==> src/rtl/irq_mask_pkg.sv <==
package irq_mask_pkg;
  localparam logic [7:0] OFS_TX_RAW  = 8'h80;
  localparam logic [7:0] OFS_TX_MSK  = 8'h84;
  localparam logic [7:0] OFS_TX_SET  = 8'h88;
  localparam logic [7:0] OFS_TX_CLR  = 8'h8C;
  localparam logic [7:0] OFS_VECTOR  = 8'h90;
  localparam logic [7:0] OFS_EOI     = 8'h94;
  localparam logic [7:0] OFS_RX_RAW  = 8'hA0;
  localparam logic [7:0] OFS_RX_MSK  = 8'hA4;
  localparam logic [7:0] OFS_RX_SET  = 8'hA8;
  localparam logic [7:0] OFS_RX_CLR  = 8'hAC;
  localparam logic [7:0] OFS_DM_RAW  = 8'hB0;
  localparam logic [7:0] OFS_DM_MSK  = 8'hB4;
  localparam logic [7:0] OFS_DM_SET  = 8'hB8;
  localparam logic [7:0] OFS_DM_CLR  = 8'hBC;

  localparam int unsigned DM_W         = 2;
  localparam int unsigned HOST_ERR_BIT = 1;
  localparam logic [DM_W-1:0] DM_IMPL  = 2'b10;
endpackage

==> src/rtl/irq_group.sv <==
module irq_group #(
  parameter int unsigned     WIDTH = 8,
  parameter logic [WIDTH-1:0] IMPL = '1
) (
  input  logic             clk_i,
  input  logic             rst_ni,
  input  logic [WIDTH-1:0] evt_i,
  input  logic [WIDTH-1:0] ack_i,
  input  logic             set_we_i,
  input  logic             clr_we_i,
  input  logic [WIDTH-1:0] wdata_i,
  output logic [WIDTH-1:0] raw_o,
  output logic [WIDTH-1:0] mask_o,
  output logic [WIDTH-1:0] masked_o
);
  logic [WIDTH-1:0] raw_q, raw_d;
  logic [WIDTH-1:0] mask_q, mask_d;
  logic [WIDTH-1:0] set_bits, clr_bits;

  always_comb begin
    set_bits = set_we_i ? wdata_i : '0;
    clr_bits = clr_we_i ? wdata_i : '0;
    // event has priority over acknowledge
    raw_d    = ((raw_q & ~ack_i) | evt_i) & IMPL;
    mask_d   = ((mask_q | set_bits) & ~clr_bits) & IMPL;
  end

  always_ff @(posedge clk_i or negedge rst_ni) begin
    if (!rst_ni) begin
      raw_q  <= '0;
      mask_q <= '0;
    end else begin
      raw_q  <= raw_d;
      mask_q <= mask_d;
    end
  end

  assign raw_o    = raw_q;
  assign mask_o   = mask_q;
  assign masked_o = raw_q & mask_q;

  a_r4_masked_within_raw: assert property (@(posedge clk_i) disable iff (!rst_ni)
    (masked_o & ~raw_o) == '0);

  for (genvar b = 0; b < WIDTH; b++) begin : g_chk
    if (IMPL[b]) begin : g_live
      a_r2_evt_sets_raw: assert property (@(posedge clk_i) disable iff (!rst_ni)
        evt_i[b] |=> raw_o[b]);
      a_r3_ack_clears_raw: assert property (@(posedge clk_i) disable iff (!rst_ni)
        (ack_i[b] && !evt_i[b]) |=> !raw_o[b]);
      a_r5_set_reaches_mask: assert property (@(posedge clk_i) disable iff (!rst_ni)
        (set_we_i && wdata_i[b] && !clr_we_i) |=> mask_o[b]);
      a_r6_clr_reaches_mask: assert property (@(posedge clk_i) disable iff (!rst_ni)
        (clr_we_i && wdata_i[b]) |=> !mask_o[b]);
    end else begin : g_dead
      a_r10_unimpl_zero: assert property (@(posedge clk_i) disable iff (!rst_ni)
        !raw_o[b] && !mask_o[b]);
    end
  end
endmodule

==> src/rtl/irq_eoi_gate.sv <==
module irq_eoi_gate (
  input  logic clk_i,
  input  logic rst_ni,
  input  logic pending_i,
  input  logic eoi_we_i,
  output logic irq_o
);
  logic hold_q;

  always_ff @(posedge clk_i or negedge rst_ni) begin
    if (!rst_ni) hold_q <= 1'b0;
    else         hold_q <= eoi_we_i;
  end

  assign irq_o = pending_i & ~hold_q;

  a_r8_eoi_drops_irq: assert property (@(posedge clk_i) disable iff (!rst_ni)
    eoi_we_i |=> !irq_o);
endmodule

==> src/rtl/irq_mask_ctrl.sv <==
module irq_mask_ctrl
  import irq_mask_pkg::*;
#(
  parameter int unsigned NUM_CH = 8,
  parameter int unsigned ADDR_W = 8,
  parameter int unsigned DATA_W = 32
) (
  input  logic              clk_i,
  input  logic              rst_ni,
  input  logic [ADDR_W-1:0] reg_addr_i,
  input  logic              reg_we_i,
  input  logic [DATA_W-1:0] reg_wdata_i,
  output logic [DATA_W-1:0] reg_rdata_o,
  input  logic [NUM_CH-1:0] tx_evt_i,
  input  logic [NUM_CH-1:0] tx_ack_i,
  input  logic [NUM_CH-1:0] rx_evt_i,
  input  logic [NUM_CH-1:0] rx_ack_i,
  input  logic              host_err_i,
  input  logic              host_err_ack_i,
  output logic              irq_o
);
  localparam int unsigned VEC_W = 2 * NUM_CH + 1;

  logic [NUM_CH-1:0] tx_raw, tx_mask, tx_msk;
  logic [NUM_CH-1:0] rx_raw, rx_mask, rx_msk;
  logic [DM_W-1:0]   dm_raw, dm_mask, dm_msk;
  logic [DM_W-1:0]   dm_evt, dm_ack;
  logic [VEC_W-1:0]  vector;
  logic              any_pending;
  logic              unused_wdata;

  function automatic logic hit(input logic [ADDR_W-1:0] a, input logic [7:0] ofs);
    return a == ADDR_W'(ofs);
  endfunction

  assign unused_wdata = ^reg_wdata_i;

  irq_group #(.WIDTH(NUM_CH), .IMPL({NUM_CH{1'b1}})) i_tx_grp (
    .clk_i, .rst_ni,
    .evt_i    (tx_evt_i),
    .ack_i    (tx_ack_i),
    .set_we_i (reg_we_i && hit(reg_addr_i, OFS_TX_SET)),
    .clr_we_i (reg_we_i && hit(reg_addr_i, OFS_TX_CLR)),
    .wdata_i  (reg_wdata_i[NUM_CH-1:0]),
    .raw_o    (tx_raw),
    .mask_o   (tx_mask),
    .masked_o (tx_msk)
  );

  irq_group #(.WIDTH(NUM_CH), .IMPL({NUM_CH{1'b1}})) i_rx_grp (
    .clk_i, .rst_ni,
    .evt_i    (rx_evt_i),
    .ack_i    (rx_ack_i),
    .set_we_i (reg_we_i && hit(reg_addr_i, OFS_RX_SET)),
    .clr_we_i (reg_we_i && hit(reg_addr_i, OFS_RX_CLR)),
    .wdata_i  (reg_wdata_i[NUM_CH-1:0]),
    .raw_o    (rx_raw),
    .mask_o   (rx_mask),
    .masked_o (rx_msk)
  );

  always_comb begin
    dm_evt = '0;
    dm_ack = '0;
    dm_evt[HOST_ERR_BIT] = host_err_i;
    dm_ack[HOST_ERR_BIT] = host_err_ack_i;
  end

  irq_group #(.WIDTH(DM_W), .IMPL(DM_IMPL)) i_dm_grp (
    .clk_i, .rst_ni,
    .evt_i    (dm_evt),
    .ack_i    (dm_ack),
    .set_we_i (reg_we_i && hit(reg_addr_i, OFS_DM_SET)),
    .clr_we_i (reg_we_i && hit(reg_addr_i, OFS_DM_CLR)),
    .wdata_i  (reg_wdata_i[DM_W-1:0]),
    .raw_o    (dm_raw),
    .mask_o   (dm_mask),
    .masked_o (dm_msk)
  );

  assign vector      = {dm_msk[HOST_ERR_BIT], tx_msk, rx_msk};
  assign any_pending = |vector;

  irq_eoi_gate i_eoi (
    .clk_i, .rst_ni,
    .pending_i (any_pending),
    .eoi_we_i  (reg_we_i && hit(reg_addr_i, OFS_EOI)),
    .irq_o     (irq_o)
  );

  always_comb begin
    reg_rdata_o = '0;
    if      (hit(reg_addr_i, OFS_TX_RAW)) reg_rdata_o = DATA_W'(tx_raw);
    else if (hit(reg_addr_i, OFS_TX_MSK)) reg_rdata_o = DATA_W'(tx_msk);
    else if (hit(reg_addr_i, OFS_TX_SET) || hit(reg_addr_i, OFS_TX_CLR))
                                          reg_rdata_o = DATA_W'(tx_mask);
    else if (hit(reg_addr_i, OFS_RX_RAW)) reg_rdata_o = DATA_W'(rx_raw);
    else if (hit(reg_addr_i, OFS_RX_MSK)) reg_rdata_o = DATA_W'(rx_msk);
    else if (hit(reg_addr_i, OFS_RX_SET) || hit(reg_addr_i, OFS_RX_CLR))
                                          reg_rdata_o = DATA_W'(rx_mask);
    else if (hit(reg_addr_i, OFS_DM_RAW)) reg_rdata_o = DATA_W'(dm_raw);
    else if (hit(reg_addr_i, OFS_DM_MSK)) reg_rdata_o = DATA_W'(dm_msk);
    else if (hit(reg_addr_i, OFS_DM_SET) || hit(reg_addr_i, OFS_DM_CLR))
                                          reg_rdata_o = DATA_W'(dm_mask);
    else if (hit(reg_addr_i, OFS_VECTOR)) reg_rdata_o = DATA_W'(vector);
  end

  a_r7_pending_raises_irq: assert property (@(posedge clk_i) disable iff (!rst_ni)
    ((|tx_msk) || (|rx_msk) || dm_msk[HOST_ERR_BIT]) && !$past(reg_we_i && hit(reg_addr_i, OFS_EOI))
    |-> irq_o);
  a_r7_irq_needs_pending: assert property (@(posedge clk_i) disable iff (!rst_ni)
    irq_o |-> ((tx_raw & tx_mask) != '0 || (rx_raw & rx_mask) != '0 || (dm_raw[HOST_ERR_BIT] && dm_mask[HOST_ERR_BIT])));
endmodule

==> config.mk <==
export PLATFORM = sky130hd
export DESIGN_NAME = irq_mask_ctrl
export DESIGN_NICKNAME = d
export VERILOG_FILES = /design/src/rtl/irq_mask_pkg.sv /design/src/rtl/irq_group.sv /design/src/rtl/irq_eoi_gate.sv /design/src/rtl/irq_mask_ctrl.sv
export SDC_FILE = /design/constraint.sdc
export NUM_CORES = 1
export LEC_CHECK = 0
export ABC_AREA = 0
export CAP_MARGIN = 20
export CORE_UTILIZATION = 30
export DETAILED_ROUTE_END_ITERATION = 8
export PLACE_DENSITY = 0.7
export REMOVE_ABC_BUFFERS = 1
export SLEW_MARGIN = 10
export SYNTH_ARGS = -nofsm -noshare
export SYNTH_HDL_FRONTEND = slang
export SYNTH_SLANG_ARGS = --single-unit
==> constraint.sdc <==
create_clock -name clk_i -period 3.55 [get_ports clk_i]
set_input_delay 1.065 -clock clk_i [delete_from_list [all_inputs] [get_ports clk_i]]
set_output_delay 1.065 -clock clk_i [all_outputs]
set_load 0.01 [all_outputs]
==> impl_metrics.ini <==
[worst_setup_path]
startpoint_type = input port
crit_type = in2out
worstPathRequired_ns = 2.48
crit_arrival_ns = 2.43
worst-r2r-cell-count = 2
endpoint_kind = output port
crit_start = reg_addr_i[6]
critPathMaxFanout = 5
r2r-start = i_rx_grp.mask_o[3]

[route]
vias = 2170
vias_per_cell = 5.216
route.detailed.drc = 0
dr.pass1.iters = 5
routed_wl_mm = 6.088
top_layer_used = met4
final_antenna_net_count = 0
wl_met3_um = 389
met2_length_mm = 2.952
drt_iter0_markers = 183
detail_route.wl_per_cell_um = 14.63
drt-met1-wl_mm = 2.719

[global_route]
grt_use_total_pct = 17.69
antenna_found_initial = 0
grt_pass1_vias = 2079
overflow = 0
grt_pass1_wl_mm = 9.956
grt_max_degree = 36

[placed_design]
gp_congestion = 0.8953
dp_hpwl_mm = 4.763
port_buffers = 70

[timing]
whs_ns = 0.5182
finalSetupViolations = 0
clock.fmax_mhz = 286.5
fin_crit_ns = 3.490
finalCritPeriodShare_pct = 98.32
finalClockSkew_ns = 0
rsz0062_at_grt = false
maxSlewViolCount = 0
hold_violations = 0
tns_ns = 0

[synthesis]
async_reset_ff_share_pct = 100.0
yosysTopAreaCell = dfrtp_1
synth.distinct_cells = 42
ys_top_cells_by_count = 39 x a21oi_1, 35 x dfrtp_1, 21 x nand2_1
ys_ff_latch = 35
ys.flop_type = dfrtp_1
yosysSeqAreaShare_pct = 42.14
synth.avg_cell_area_um2 = 8.844
synth_edf_count = 0
netlist.area_leader.share_pct = 42.14
post-synth-top-count-cell = a21oi_1
synth_cells = 235
yosys_warnings = 0
synth.area.top_cells = dfrtp_1 42%, a21oi_1 9.4%, a21o_1 6.1%
synthesis.area_mm2 = 0.002078

[die]
die-area_mm2 = 0.007264
die_width_um = 85.23
io_pins = 110
num_rows = 29
initial_core_util_pct = 31.82
core-area_mm2 = 0.006531
die_h_um = 85.23

[clocking]
root_buffer = clkbuf_8
cts_tree = yes
cts_max_level = 2
path_clk_slew_ns = 0.07
clockBufferDepth = 2
cts-hold-fix-buffers = 0
cts.sinks = 35
cts_buffers = 5
clkLatencyLatePin_ns = 0.28

[pwr]
p_seq_share_pct = 48.2
switching_share_pct = 27.58
p_int_w = 0.0006670
p_leak_nw = 1.503
power_frac_clock_pct = 30.3
power_switching_w = 0.0002540
power-per-cell-area_mw_per_mm2 = 293.1
combPwrFrac_pct = 21.4
ir_drop_mv = 0.1617

[worst_hold_path]
min_path_type = reg2reg
min_path_cells = 1
holdCritStartpoint = i_tx_grp.raw_o[4]

[final_layout]
final_nets = 415
area_growth_pct = 51.17
diodes = 0
layout-drive-gt1-share_pct = 19.17
num-fill-cells = 648

[run]
drv_cap = 0

[status]
status = complete, no violations
-- timing repair --
action | 4_1_cts | 5_1_grt
pin swaps | 6 | 2
hold endpoints to repair | 0 | 0
setup endpoints to repair | 17 | 17
gates cloned | 0 | 0
resized for setup | 62 | 4
setup buffers | 3 | 2
-- final timing paths --
path,end,slack [ns]
max,reg_rdata_o[1],0.06
min,i_tx_grp.raw_o[4],0.52
max reg2reg,i_rx_grp.mask_o[3],2.81
min reg2reg,i_tx_grp.raw_o[4],0.52
max in group asynchronous,i_tx_grp.mask_o[3],2.04
min in group asynchronous,i_rx_grp.raw_o[1],1.19
-- stage by stage --
stage / cells / setup WS (ns) / power (W) / utilization, % / area [µm²]
floorplan: 227 / 0.3576 / 0.0005115 / - / 1979
global route: 416 / 0.008090 / 0.0009778 / 48.10 / 3142
detailed placement: 403 / -0.7177 / 0.0006425 / 45.84 / 2994
global placement: 403 / -0.6751 / 0.0006400 / 45.84 / 2994
CTS: 414 / -0.06142 / 0.0009328 / 48.14 / 3144
finish: 416 / 0.05953 / 0.0009210 / 48.10 / 3142
-- registers in the layout, summed over array words and instances, names as in the netlist --
signal / cells
i_dm_grp.mask_o: 1
i_dm_grp.raw_o: 1
i_eoi.hold_q: 1
i_rx_grp.mask_o: 8
i_rx_grp.raw_o: 8
i_tx_grp.mask_o: 8
i_tx_grp.raw_o: 8
-- cells in the final DEF (no fill, tap or decap), types with 2 or more instances in the layout --
cell type / synthesis / layout
clkdlybuf4s50_1: 0 / 45
a21oi_1: 39 / 38
dfrtp_1: 35 / 35
buf_4: 15 / 33
nand2_1: 21 / 19
nor2_1: 19 / 18
inv_1: 18 / 18
a21o_1: 17 / 17
dlygate4sd2_1: 0 / 17
conb_1: 1 / 15
o21ai_0: 7 / 7
buf_2: 4 / 6
nand4_1: 5 / 5
o22ai_1: 5 / 5
clkbuf_8: 0 / 5
a221oi_1: 5 / 4
o211a_1: 4 / 4
o21bai_1: 3 / 3
a22o_1: 3 / 3
nor2_4: 1 / 2
nor2b_4: 0 / 2
nor4b_4: 0 / 2
o221ai_1: 2 / 2
or2_2: 2 / 2
nand4b_1: 2 / 2
-- final cells by class --
type                       count  area, µm²  share of cell area [%]
timing repair buffer         104      904.6                   28.79
inverter                      18      67.56                   2.151
sequential                    35      875.8                   27.88
clock buffer                   6      72.57                   2.310
clock inverter                 2      12.51                  0.3982
tap                           77      96.34                   3.067
multi-input combinational    174       1112                   35.40
-- cells by family (layout without fill, tap and decap cells) --
kind of cell           Yosys count  count (layout)  share of synthesized area [%]
AND/OR/NAND/NOR                 64              64                          17.22
flip-flops                      35              35                          42.14
AO/OA/AOI/OAI                   95              95                          29.92
other                            1              15                         0.1804
buffers and inverters           40             130                          10.54
-- metal layers --
metal | vias up | GRT usage (%)
li1 | 1029 | -
met2 | 80 | 29.84
met1 | 1057 | 23.59
met3 | 4 | 4.086
met4 | 0 | 2.773
met5 | - | 0
-- power by group through the flow --
| stage | combinational [W] | clock [W] | sequential, W |
|---|---|---|---|
| finish | 0.000197 | 0.000279 | 0.000444 |
| floorplan | 0.0000684 | 0 | 0.000443 |
| CTS | 0.000197 | 0.000292 | 0.000444 |
| global route | 0.000217 | 0.000314 | 0.000447 |
| detailed placement | 0.000191 | 0 | 0.000451 |
| global placement | 0.000189 | 0 | 0.000451 |
-- critical path, cell delays in order --
cell and delay [ns]:
clkdlybuf4s15_2 0.26, nand4bb_4 0.26, or3_1 0.32, a31oi_1 0.17, a21oi_1 0.05, dlygate4sd2_1 0.29
(Power assumes the default switching activity.)
